`src/rtl/addr_chain_pkg.sv`:
```
package addr_chain_pkg;
    localparam int BYTE_W     = 8;
    localparam int NUM_STAGES = 2;

    typedef enum logic [1:0] {
        OP_HOLD  = 2'd0,
        OP_COUNT = 2'd1,
        OP_LOAD  = 2'd2
    } stage_op_e;

    typedef struct packed {
        logic oe_n;
        logic we_n;
    } ram_ctl_t;

    function automatic stage_op_e pick_op(input logic load_n, input logic carry_in);
        if (!load_n)
            return OP_LOAD;
        else if (carry_in)
            return OP_COUNT;
        else
            return OP_HOLD;
    endfunction
endpackage

```
`src/rtl/addr_byte_stage.sv`:
```
module addr_byte_stage
    import addr_chain_pkg::*;
#(
    parameter int W = BYTE_W
) (
    input  logic         clk,
    input  logic         rst,
    input  logic         load_n,
    input  logic         carry_in,
    input  logic [W-1:0] load_val,
    output logic [W-1:0] q,
    output logic         carry_out
);
    localparam logic [W-1:0] ONE = W'(1);

    stage_op_e op;

    always_comb op = pick_op(load_n, carry_in);

    always_ff @(posedge clk) begin
        if (rst)
            q <= '0;
        else begin
            case (op)
                OP_LOAD:  q <= load_val;
                OP_COUNT: q <= q + ONE;
                default:  q <= q;
            endcase
        end
    end

    assign carry_out = carry_in & (&q);

    // a load copies the byte offered below (bus or lower stage)
    assert_stage_load_R2: assert property (@(posedge clk) disable iff (rst)
        !load_n |=> q == $past(load_val));

    // a counting stage advances by one
    assert_stage_step_R4: assert property (@(posedge clk) disable iff (rst)
        (load_n && carry_in) |=> q == $past(q) + ONE);

    // without carry-in and without load the stage holds
    assert_stage_hold_R6: assert property (@(posedge clk) disable iff (rst)
        (load_n && !carry_in) |=> $stable(q));
endmodule

```
`src/rtl/strobe_decode.sv`:
```
module strobe_decode
    import addr_chain_pkg::*;
(
    input  logic     strobe_n,
    input  logic     load_n,
    output ram_ctl_t ctl
);
    always_comb begin
        ctl.oe_n = ~(~strobe_n &  load_n);
        ctl.we_n = ~(~strobe_n & ~load_n);
    end
endmodule

```
`src/rtl/shift_addr_counter.sv`:
```
module shift_addr_counter
    import addr_chain_pkg::*;
#(
    parameter int STAGE_W = BYTE_W,
    parameter int STAGES  = NUM_STAGES,
    localparam int ADDR_W = STAGE_W * STAGES
) (
    input  logic              clk,
    input  logic              rst,
    input  logic              load_n,
    input  logic              cnt_en,
    input  logic [STAGE_W-1:0] bus_in,
    input  logic              strobe_n,
    output logic [ADDR_W-1:0] addr,
    output logic              ram_oe_n,
    output logic              ram_we_n,
    output logic              ram_cs_n
);
    localparam logic [ADDR_W-1:0] A_ONE = ADDR_W'(1);

    logic [STAGE_W-1:0] stage_q   [STAGES];
    logic               stage_cin [STAGES];
    logic               stage_cout[STAGES];
    ram_ctl_t           ctl;

    generate
        for (genvar i = 0; i < STAGES; i++) begin : g_stage
            logic [STAGE_W-1:0] feed;
            if (i == 0) begin : g_first
                assign stage_cin[i] = cnt_en;
                assign feed         = bus_in;
            end else begin : g_upper
                assign stage_cin[i] = stage_cout[i-1];
                assign feed         = stage_q[i-1];
            end

            addr_byte_stage #(.W(STAGE_W)) u_stage (
                .clk       (clk),
                .rst       (rst),
                .load_n    (load_n),
                .carry_in  (stage_cin[i]),
                .load_val  (feed),
                .q         (stage_q[i]),
                .carry_out (stage_cout[i])
            );

            assign addr[i*STAGE_W +: STAGE_W] = stage_q[i];
        end
    endgenerate

    strobe_decode u_dec (
        .strobe_n (strobe_n),
        .load_n   (load_n),
        .ctl      (ctl)
    );

    assign ram_oe_n = ctl.oe_n;
    assign ram_we_n = ctl.we_n;
    assign ram_cs_n = 1'b0;

    // whole-address increment across the byte boundary
    assert_addr_inc_R4: assert property (@(posedge clk) disable iff (rst)
        (load_n && cnt_en) |=> addr == $past(addr) + A_ONE);

    // top carry while counting returns the address to zero
    assert_addr_wrap_R5: assert property (@(posedge clk) disable iff (rst)
        (load_n && stage_cout[STAGES-1]) |=> addr == '0);

    // output and write enables are never active together
    assert_enables_excl_R9: assert property (@(posedge clk) disable iff (rst)
        !(ram_oe_n == 1'b0 && ram_we_n == 1'b0));

    // chip select stays active
    assert_cs_active_R10: assert property (@(posedge clk) disable iff (rst)
        ram_cs_n == 1'b0);
endmodule

```
`config.mk`:
```
export PLATFORM = sky130hd
export DESIGN_NAME = shift_addr_counter
export DESIGN_NICKNAME = d
export VERILOG_FILES = /design/src/rtl/addr_chain_pkg.sv /design/src/rtl/addr_byte_stage.sv /design/src/rtl/strobe_decode.sv /design/src/rtl/shift_addr_counter.sv
export SDC_FILE = /design/constraint.sdc
export NUM_CORES = 1
export LEC_CHECK = 0
export ABC_AREA = 1
export ABC_CLOCK_PERIOD_IN_PS = 1900
export BUFFER_PORTS_ARGS = -buffer_cell sky130_fd_sc_hd__buf_2
export CAP_MARGIN = 20
export CORE_UTILIZATION = 25
export CTS_CLUSTER_SIZE = 14
export DETAILED_ROUTE_END_ITERATION = 8
export GPL_TIMING_DRIVEN = 0
export PLACE_DENSITY = 0.52
export SLEW_MARGIN = 40
export SYNTH_ARGS = -nofsm -noshare
export SYNTH_HDL_FRONTEND = slang
export SYNTH_SLANG_ARGS = --single-unit
```
`constraint.sdc`:
```
create_clock -name clk -period 1.9 [get_ports clk]
set_input_delay 0.19 -clock clk [delete_from_list [all_inputs] [get_ports clk]]
set_output_delay 0.19 -clock clk [all_outputs]
set_load 0.02 [all_outputs]
```
======== Word-level counts from Yosys, hierarchy flattened ========
Cells that the tools add are included.
Widths: inputs -> output; s select.
word-level totals
  bits in registers ....................... 16
  bits in latches ......................... 0
  memory bits (writable) .................. 0
  memory bits (read-only) ................. 0
  bits of input ports ..................... 13
  memories ................................ 0
cells by class
  add/subtract/negate cells ............... 2
  multiply operators ...................... 0
  div/mod/pow operators ................... 0
  order comparisons ....................... 0
  eq/ne operators ......................... 4
  shift-type cells ........................ 0
  muxes and demuxes ....................... 6
  bitwise logic cells ..................... 7
  reductions and logical operators ........ 3
operator list
  operator             count
  $pmux 8 s2           2
  $add 8x1->8 const B  2
  $reduce_and 8->1     1
  $eq 2x1->1 const B   2
  $eq 2x2->1 const B   2
  $mux 2               2
  $not 1->1            4
  $reduce_bool 2->1    2
  $and 1x1->1          3
  $mux 1               2

======== Logic depth before layout (Yosys ltp) ========
Gate-level depths: netlist (run 1).
  word-level depth ........................ 6
  mapped depth ............................ 9

======== Hierarchy ========
A second synthesis (run 1) with hierarchy kept.
unflattened totals
  cell total of the unflattened synthesis .. 170
  area total of the unflattened synthesis .. 1077.3 um2
modules (own cells, without submodules)
  module              instances  cells each  area an instance (um2)  seq. area each (um2)
  addr_byte_stage     2          82          525.5                   160.2
  strobe_decode       1          4           15.0                    0.0
  shift_addr_counter  1          2           11.3                    0.0

======== Least setup slack after synthesis (run 1) ========
Ideal clock, no wire load.
  path kind ............................... flip-flop to flip-flop
  start ................................... register g_stage[0].u_stage.q[0]
  end ..................................... register g_stage[1].u_stage.q[7]
  arrival time ............................ 1.352 ns
  path slack .............................. 0.420 ns
  stages on the path, launching flop included .. 9
  buffers on the path ..................... 0
  period minus slack after synthesis ...... 1.480 ns
  path through ............................ dfxtp_1 > ha_1 > nand3_2 > nor2_4 > nand2_4 > nor2_8 > nand3_1 > nand2_1 > a21oi_1
on the way
  word-level cells in the longest chain between the ends .. 6
  elaborated cells between the ends (all ways) .. 8
  those cells by class .................... eq/ne: 2; mux: 3; bitwise: 1; reduce/logical: 2
ends and longest elaborated chain
  item                                                    line                   text
  start, declared                                         addr_byte_stage.sv:11  output logic [W-1:0] q,
  start signal, assigned                                  addr_byte_stage.sv:25  OP_LOAD: q <= load_val;
  start signal, assigned                                  addr_byte_stage.sv:26  OP_COUNT: q <= q + ONE;
  start signal, assigned                                  addr_byte_stage.sv:27  default: q <= q;
  $reduce_and 8->1 *                                      addr_byte_stage.sv:32  assign carry_out = carry_in & (&q);
  $and 1x1->1 *                                           addr_byte_stage.sv:32
  $mux 1 *                                                addr_chain_pkg.sv:19   else if (carry_in)
  $mux 2 *                                                addr_chain_pkg.sv:17   if (!load_n)
  $eq 2x1->1 / $eq 2x2->1 (equally long branches)         addr_byte_stage.sv:24  case (op)
  $pmux 8 s2 / $reduce_bool 2->1 (equally long branches)  -
  end signal, assigned                                    addr_byte_stage.sv:25
  end signal, assigned                                    addr_byte_stage.sv:26
  end signal, assigned                                    addr_byte_stage.sv:27
  end, declared                                           addr_byte_stage.sv:11
Every way passes the cells marked *; elsewhere a longest branch is shown, timed or not.
A chain may end at the register's enable or synchronous reset.

======== Worst setup path after layout (run 1) ========
  start ................................... register g_stage[0].u_stage.q[0]
  end ..................................... register g_stage[1].u_stage.q[5]
The elaborated chain is that of the path after synthesis.

==> flow_summary.toml, run 1 <==
[worst_setup_path]
startpoint = "g_stage[0].u_stage.q[0]"
rr_startpoint = "g_stage[0].u_stage.q[0]"
max_stage_delay_ns = 0.36
crit_path_frequent_cell = "nand2_1"
reg2reg_slack_ns = 0.42
worst-path-max-fanout = 7
cp_slowest_cell = "dfxtp_1"
path_cells = "ha_1 -> nand3_2 -> nor2_4 -> a21oi_2 -> nand2_1 -> nand3_1 -> nand2_1 -> inv_1"
path_class = "reg -> reg"
r2r-end = "g_stage[1].u_stage.q[5]"
crit_path_end_kind = "flip-flop"
reg2reg_depth = 8
arrival_ns = 1.68
worstPathRequired_ns = 2.09
start_kind = "flip-flop"

[hold_path]
hold_end = "g_stage[0].u_stage.q[3]"
hold_path.class = "in -> reg"
hold_depth = 3
hp-start = "bus_in[3]"

[clock_tree]
ctsHoldBuffers = 0
cts-root-buf = "clkbuf_8"
cts_sinks = 16
post_cts_buffers = 0
cts.htree.levels = 1
cts_tree = "done"
post_cts_resized = 0
clock_latency_ns = 0.25
cts_buffer_depth = 2
numCtsBuffers = 3
clkTransAtPathRegs_ns = 0.07

[synth]
synthSimpleGateAreaFrac = 0.406
ys_seq_area_frac = 0.308
synth-edff-count = 0
yosysUniqueCellTypes = 24
netlist_instances = 162
ys.flop_type = "dfxtp_1"
yosys_warnings = 0
syn-num-nets = 177
syn_area_per_cell_um2 = 6.41
synthXorXnorAreaFrac = 0.0506
synth_area_um2 = 1040
ys_async_sr_fraction = 0
ys_seq_elements = 16
synth_compound_area_frac = 0.104
synthMuxAreaShare = 0
synth_top_family_by_area = "simple AND/OR/NAND/NOR gates"
synth_fa_ha_area_frac = 0.0241

[final_layout]
nets = 211
n_antenna_cell = 0
largest_register_ffs = 16
regMostFlops = "g_stage.u_stage.q"
drive_gt1_frac = 0.227
largestRegisters = "g_stage.u_stage.q x16"
area_growth_pct = 24.0

[die]
boundaryPins = 32
core_um2 = 4000
die_y_um = 66.5
die_width_um = 66.5
die-area_um2 = 4420
initial_core_util = 0.260
rows = 23

[timing]
finalHoldViolCount = 0
finalClockSkew_ns = 0.00764
finalSetupViolations = 0
slew_violations = 0
min_period_ns = 1.48
finalSetupTns_ns = 0
rsz0062_at_grt = "no"
min_period_over_period = 0.780
whs_ns = 0.208
fmax_mhz = 675

[global_route]
grt_overflow = 0
grt_usage = 0.132
grt_pass1_vias = 970
grt_pass1_wl_um = 4440
antenna_found_initial = 0
grt_max_degree = 11

[detailed_routing]
drt_iter0_drc = 27
drcViolationCount = 0
vias = 1086
dr.pass1.iters = 4
detail_route.vias_per_cell = 4.45
detail-route-antenna-nets = 0
wire_per_inst_um = 10.7
drt_wl_total_um = 2620

[placed_design]
gp_congestion = 0.791
place_hpwl_um = 2070
portBuffers = 29

[power]
clockPowerShare = 0.337
power_mw = 0.776
intPower_mw = 0.543
peakVddDrop_v = 0.000282
p_sw_mw = 0.233
pwr-share-comb = 0.179
power_density_nw_per_um2 = 603
sw_frac_of_total = 0.300
seqPwrFrac = 0.484
leakage_nw = 0.674

[outcome]
status = "finished, final reports clean"

[run]
maxCapViolCount = 0
-- critical path: cells and delay by family, from the launching register on --
family          cells  cell delay [ns]
compound gates      1             0.35
flops               1             0.36
simple gates        5             0.42
buf+inv             1             0.05
fa+ha+maj           1             0.24
-- cell families after synthesis --
| group | Yosys count |
|---|---|
| XOR/XNOR | 6 |
| flip-flops | 16 |
| AND/OR/NAND/NOR | 90 |
| other | 1 |
| adder cells (fa/ha/maj) | 2 |
| AO/OA/AOI/OAI | 20 |
| buffers and inverters | 27 |
-- metrics by stage --
stage               area, µm²  setup WS (ns)  std cells  utilization
floorplan                1040          0.420        162            -
global placement         1250          0.413        241        0.312
detailed placement       1250          0.427        241        0.312
CTS                      1290          0.405        244        0.322
global route             1290          0.242        244        0.322
finish                   1290          0.418        244        0.322
-- cells in the mapped netlist (2+ instances only) --
cell type  instances  area [µm²]
nor2_4             2        22.5
nor2_1            14        52.6
xor2_1             6        52.6
inv_1             21        78.8
buf_2              2        10.0
dfxtp_1           16         320
a21oi_1            8        40.0
nand3_1           17        85.1
nand2_1           49         184
ha_1               2        25.0
inv_2              2        7.51
o21ai_0            9        45.0
nand3_2            2        20.0
nand3b_1           2        15.0
-- power groups by stage --
stage	sequential (mW)	clock [mW]	combinational (mW)
2_1_floorplan	0.400	0	0.0720
3_3_place_gp	0.384	0	0.140
3_5_place_dp	0.384	0	0.140
4_1_cts	0.376	0.276	0.141
5_1_grt	0.379	0.295	0.158
6_report	0.375	0.262	0.139
-- worst max-delay path by stage --
| stage | endpoint | slack [ns] | cells after the start |
|---|---|---|---|
| 2_1_floorplan | g_stage[1].u_stage.q[7] | 0.42 | 8 |
| 3_3_place_gp | g_stage[1].u_stage.q[7] | 0.41 | 8 |
| 3_5_place_dp | g_stage[1].u_stage.q[7] | 0.43 | 8 |
| 4_1_cts | g_stage[1].u_stage.q[5] | 0.41 | 8 |
| 5_1_grt | g_stage[1].u_stage.q[3] | 0.24 | 7 |
| 6_report | g_stage[1].u_stage.q[5] | 0.42 | 8 |
-- metal layers --
layer	part of all wire	wire length [µm]	GRT usage
met4	0.0042	11	0.0160
met5	0	0	0
met1	0.49	1270	0.164
met2	0.47	1230	0.226
met3	0.042	110	0.0428
-- layout make-up --
type | instances | area [µm²]
Multi-Input combinational cell | 119 | 611
Fill cell | 477 | 2710
Buffer | 4 | 21.3
Inverter | 23 | 86.3
Timing Repair Buffer | 29 | 145
Sequential cell | 16 | 320
Clock buffer | 3 | 41.3
Tap cell | 50 | 62.6
-- cell usage in the layout, fill, tap and decap left out, drive strengths merged --
cell type and instances:
nand4 1, a21oi 9, nand2 50, a31oi 1, nand3b 2, conb 1
nor2 17, nor3 1, o21ai 9, inv 23, buf 32, ha 2
nand3 19, clkbuf 4, o21bai 1, xor2 6, dfxtp 16
No activity file was read; power rests on OpenSTA's default activity.
==> run 2, diff against run 1 <==
--- a/config.mk
+++ b/config.mk
@@ -6,14 +6,14 @@
 export NUM_CORES = 1
 export LEC_CHECK = 0
 export ABC_AREA = 1
-export ABC_CLOCK_PERIOD_IN_PS = 1900
+export ABC_CLOCK_PERIOD_IN_PS = 1300
 export BUFFER_PORTS_ARGS = -buffer_cell sky130_fd_sc_hd__buf_2
 export CAP_MARGIN = 20
 export CORE_UTILIZATION = 25
 export CTS_CLUSTER_SIZE = 14
 export DETAILED_ROUTE_END_ITERATION = 8
 export GPL_TIMING_DRIVEN = 0
-export PLACE_DENSITY = 0.52
+export PLACE_DENSITY = 0.53
 export SLEW_MARGIN = 40
 export SYNTH_ARGS = -nofsm -noshare
 export SYNTH_HDL_FRONTEND = slang
==> constraint.sdc (replaced) <==
create_clock -name clk -period 1.3 [get_ports clk]
set_input_delay 0.13 -clock clk [delete_from_list [all_inputs] [get_ports clk]]
set_output_delay 0.13 -clock clk [all_outputs]
set_load 0.02 [all_outputs]
==> run 2 against run 1 <==
  * Critical endpoint is now g_stage[1].u_stage.q[7]
  * Clock-buffer cell count up 1
  * Combinational power up 60%
  * Sequential share of layout area fell by 0.60 points
  * Largest cell class unchanged
  * The flow now finishes with violations (design-rule violations, negative setup slack)
==> flow_summary.toml, run 2 (synthesized netlist as in run 1, its figures left out) <==
[final_layout]
fillers = 449
nets = 215
drive_gt1_frac = 0.307
regMostFlops = "g_stage.u_stage.q"
final_common_cell = "nand2_1"
area_growth_pct = 33.0
n_antenna_cell = 0
seq_area_um2 = 335
layout_common_cells = "nand2_1, buf_2, inv_1"
largestRegisters = "g_stage.u_stage.q x16"
multi_input_area_um2 = 656
largest_register_ffs = 16

[clock_tree]
clkTransAtPathRegs_ns = 0.07
numCtsBuffers = 3
cts-root-buf = "clkbuf_8"
cts_tree = "done"
clock_latency_ns = 0.26
ctsHoldBuffers = 0
cts_sinks = 16
cts_buffer_depth = 2
cts.htree.levels = 1

[worst_setup_path]
start_kind = "flip-flop"
reg2reg_slack_ns = -0.006
reg2reg_depth = 8
arrival_ns = 1.43
crit_path_end_kind = "flip-flop"
worstPathRequired_ns = 1.43
startpoint = "g_stage[0].u_stage.q[0]"
worst-path-max-fanout = 5
r2r-end = "g_stage[1].u_stage.q[7]"
path_class = "reg -> reg"
rr_startpoint = "g_stage[0].u_stage.q[0]"

[timing]
fmax_mhz = 766
slew_violations = 0
min_period_over_period = 1.00
finalHoldViolCount = 0
rsz0062_at_grt = "yes"
whs_ns = 0.151
finalWorstSetupSlack_ns = -0.00620
finalClockSkew_ns = 0.00168
finalSetupViolations = 2
min_period_ns = 1.31

[detailed_routing]
drcViolationCount = 2
dr.pass1.iters = 6
wire_per_inst_um = 11.2
drt_wl_total_um = 2790
detail-route-antenna-nets = 0
drt_iter0_drc = 45
vias = 1095
detail_route.vias_per_cell = 4.40

[run]
maxCapViolCount = 0

[power]
pwr-share-comb = 0.188
power_density_nw_per_um2 = 858
p_sw_mw = 0.369
seqPwrFrac = 0.464
peakVddDrop_v = 0.000558
sw_frac_of_total = 0.311
clockPowerShare = 0.348
intPower_mw = 0.817
leakage_nw = 0.705
power_mw = 1.19

[global_route]
grt_pass1_vias = 1036
grt_overflow = 0
grt_pass1_wl_um = 4660
antenna_found_initial = 0
grt_usage = 0.140
grt_max_degree = 11

[hold_path]
hp-start = "bus_in[6]"
hold_depth = 3
hold_end = "g_stage[0].u_stage.q[6]"
hold_path.class = "in -> reg"

[outcome]
violations = "design-rule violations, negative setup slack"
status = "complete, but fails checks"

[placed_design]
portBuffers = 29
gp_congestion = 0.828
place_hpwl_um = 2090

[die]
rows = 23
die_y_um = 66.5
initial_core_util = 0.260
die-area_um2 = 4420
boundaryPins = 32
die_width_um = 66.5
core_um2 = 4000
==> run 2: cell type report <==
class | count | area share
repair buffers | 33 | 0.127
multi-input cells | 119 | 0.475
inverters | 23 | 0.0625
flip-flops and latches | 16 | 0.243
well taps | 50 | 0.0453
plain buffers | 4 | 0.0154
clock buffers | 4 | 0.0326
==> run 2: metal layers <==
metal / GRT usage / vias to the layer above / routed length (µm)
met4: 0.0239 / 0 / 19
li1: - / 582 / -
met5: 0 / - / 0
met2: 0.232 / 23 / 1330
met1: 0.181 / 486 / 1310
met3: 0.0377 / 4 / 135
==> run 2: what timing repair did <==
item / 4_1_cts / 5_1_grt
setup buffers: 4 / 0
gates cloned: 0 / 0
pin swaps: 2 / 5
setup endpoints to repair: 8 / 10
gates resized for setup: 3 / 6
==> run 2: worst max path at each step <==
stage,endpoint,depth (start not counted)
2_1_floorplan,g_stage[1].u_stage.q[7],7
3_3_place_gp,g_stage[1].u_stage.q[7],8
3_5_place_dp,g_stage[1].u_stage.q[7],8
4_1_cts,g_stage[1].u_stage.q[7],8
5_1_grt,g_stage[1].u_stage.q[7],8
6_report,g_stage[1].u_stage.q[7],8
==> run 2: per-stage QoR <==
stage          utilization  setup slack (ns)  instances  setup TNS, ns  cell area, µm²
2_1_floorplan            -           -0.0155        162        -0.0155            1070
3_3_place_gp         0.319           -0.0578        241         -0.335            1280
5_1_grt              0.345            -0.118        249         -0.621            1380
4_1_cts              0.341           -0.0209        249        -0.0350            1370
3_5_place_dp         0.319           -0.0703        241         -0.348            1280
6_report             0.345          -0.00620        249       -0.00649            1380
==> run 2: worst max-delay path: stages (launching register included) <==
cell and delay [ns]:
dfxtp_4 0.36, ha_4 0.14, nand3_4 0.08, nor2_4 0.18, nand2_4 0.09, nor2_8 0.13
nand3_2 0.07, nand2_1 0.06, a21oi_1 0.05
==> run 2: power by group through the flow <==
stage / Sequential (mW) / Combinational, mW / Clock [mW]
finish: 0.550 / 0.223 / 0.413
global route: 0.555 / 0.252 / 0.446
CTS: 0.548 / 0.222 / 0.427
detailed placement: 0.563 / 0.209 / 0
global placement: 0.564 / 0.207 / 0
floorplan: 0.587 / 0.107 / 0
==> run 3, diff against run 2 <==
--- a/config.mk
+++ b/config.mk
@@ -12,8 +12,8 @@
 export CORE_UTILIZATION = 25
 export CTS_CLUSTER_SIZE = 14
 export DETAILED_ROUTE_END_ITERATION = 8
-export GPL_TIMING_DRIVEN = 0
-export PLACE_DENSITY = 0.53
+export GPL_TIMING_DRIVEN = 1
+export PLACE_DENSITY = 0.57
 export SLEW_MARGIN = 40
 export SYNTH_ARGS = -nofsm -noshare
 export SYNTH_HDL_FRONTEND = slang
==> run 3 against run 2 <==
  * The flow now finishes without violations
  * Register-to-register slack gained 0.02 ns
  * Worst setup slack gained 0.021 ns
  * Maximum frequency is 1.6% higher
  * Clock skew is 0.00069 ns lower
  * Critical path depth rose by 1
  * Clock-buffer cell count is the same
  * Final cell count rose by 3.6%
  * Power rose by 5.7%
==> flow_summary.toml, run 3 (synthesized netlist as in run 1, its figures left out) <==
[final_layout]
area_growth_pct = 44.1
fin_area_um2 = 1500
drive_gt1_frac = 0.361
layout_common_cells = "nand2_1, buf_2, inv_1"
largest_register_ffs = 16
final_common_cell = "nand2_1"
fillers = 421
nets = 224
n_antenna_cell = 0
regMostFlops = "g_stage.u_stage.q"
largestRegisters = "g_stage.u_stage.q x16"

[worst_setup_path]
crit_family = "simple AND/OR/NAND/NOR gates"
cp_slowest_cell = "dfxtp_4"
worst-path-max-fanout = 5
cp_num_buf_inv = 1
max_stage_delay_ns = 0.36
crit_path_end_kind = "flip-flop"
worstPathRequired_ns = 1.51
path_class = "reg -> reg"
crit_path_frequent_cell = "nand3_2"
arrival_ns = 1.49
start_kind = "flip-flop"
path_cells = "ha_4 -> nand3_4 -> nor2_4 -> nand2_4 -> nor2_8 -> nand3_2 -> nand3_2 -> nand2_1 -> inv_1"

[global_route]
grt_pass1_wl_um = 4610
grt_max_degree = 13
grt_pass1_vias = 1014
grt_usage = 0.140
grt_overflow = 0
antenna_found_initial = 0

[timing]
whs_ns = 0.144
fmax_mhz = 778
rsz0062_at_grt = "yes"
slew_violations = 0
finalSetupViolations = 0
min_period_ns = 1.29
finalHoldViolCount = 0
finalClockSkew_ns = 0.000989
min_period_over_period = 0.989

[clock_tree]
cts.htree.levels = 1
cts_buffer_depth = 2
clkTransAtPathRegs_ns = 0.07
numCtsBuffers = 3
ctsHoldBuffers = 0
cts_tree = "done"
clock_latency_ns = 0.26
cts-root-buf = "clkbuf_8"
cts_sinks = 16

[die]
rows = 23
die_width_um = 66.5
die_y_um = 66.5
initial_core_util = 0.260
die-area_um2 = 4420
boundaryPins = 32
core_um2 = 4000

[power]
peakVddDrop_v = 0.000615
seqPwrFrac = 0.428
pwr-share-comb = 0.207
power_density_nw_per_um2 = 837
intPower_mw = 0.889
sw_frac_of_total = 0.291
leakage_nw = 0.780
clockPowerShare = 0.365
p_sw_mw = 0.365

[detailed_routing]
wire_per_inst_um = 10.6
drt_iter0_drc = 53
detail-route-antenna-nets = 0
drt_wl_total_um = 2730
vias = 1123
dr.pass1.iters = 4
drcViolationCount = 0
detail_route.vias_per_cell = 4.35

[outcome]
status = "finished, final reports clean"

[placed_design]
place_hpwl_um = 2100
dpl-instance-area_um2 = 1390
portBuffers = 30
gp_congestion = 0.829

[hold_path]
hold_path.class = "in -> reg"

[run]
maxCapViolCount = 0
## run 3: changes by cell type in the layout (fill, tap and decap cells not counted), moves of 3 or more
| cell | previous run | this run |
|---|---|---|
| dfxtp_2 | 6 | 2 |
| dfxtp_1 | 8 | 12 |
| buf_4 | 5 | 15 |
| nand2_2 | 0 | 3 |
| nand2_1 | 49 | 46 |
## run 3: worst reg2reg max path, cell delays in order (launching register included)
cell,delay (ns)
dfxtp_4,0.36
ha_4,0.14
nand3_4,0.08
nor2_4,0.18
nand2_4,0.10
nor2_8,0.14
nand3_2,0.08
nand3_2,0.06
nand2_1,0.04
inv_1,0.05
## run 3: worst paths after layout
| path | from | to | slack [ns] | cells past startpoint |
|---|---|---|---|---|
| max | g_stage[0].u_stage.q[0] | g_stage[1].u_stage.q[6] | 0.01 | 9 |
| min | rst | g_stage[0].u_stage.q[7] | 0.14 | 2 |
| max reg2reg | g_stage[0].u_stage.q[0] | g_stage[1].u_stage.q[6] | 0.01 | 9 |
| min reg2reg | g_stage[1].u_stage.q[7] | g_stage[1].u_stage.q[7] | 0.51 | 2 |
## run 3: power groups by stage
stage,combinational (mW),clock [mW],sequential [mW]
CTS,0.257,0.468,0.536
floorplan,0.107,0,0.587
global route,0.291,0.487,0.540
global placement,0.256,0,0.548
detailed placement,0.256,0,0.547
finish,0.259,0.458,0.536
## run 3: per-layer routing
metal / up-vias / wire length (µm) / global-route usage
met5: - / 0 / 0
met4: 0 / 53 / 0.0559
met3: 6 / 126 / 0.0360
met2: 29 / 1270 / 0.228
met1: 483 / 1290 / 0.175
li1: 605 / - / -
## run 3: area by class of cell
cell class	instances	area, µm²	share of cell area
multi-input combinational	119	679	0.454
tap	50	62.6	0.0418
timing repair buffer	46	283	0.189
sequential	16	330	0.221
inverter	23	86.3	0.0577
clock buffer	4	55.1	0.0368
## run 3: repair_timing
item / CTS / global route
buffers inserted: 0 / 1
resized for setup: 0 / 12
endpoints found under the setup margin: 0 / 10
## run 3: stage by stage
step / setup TNS [ns] / cells / utilization / power, mW / worst slack, ns
after floorplan: -0.0155 / 162 / - / 0.695 / -0.0155
after CTS: 0 / 258 / 0.362 / 1.26 / 0.00598
after detailed placement: 0 / 254 / 0.348 / 0.804 / 0.0109
after global routing: -0.477 / 258 / 0.374 / 1.32 / -0.0774
final: 0 / 258 / 0.374 / 1.25 / 0.0143
after global placement: 0 / 254 / 0.348 / 0.804 / 0.0215
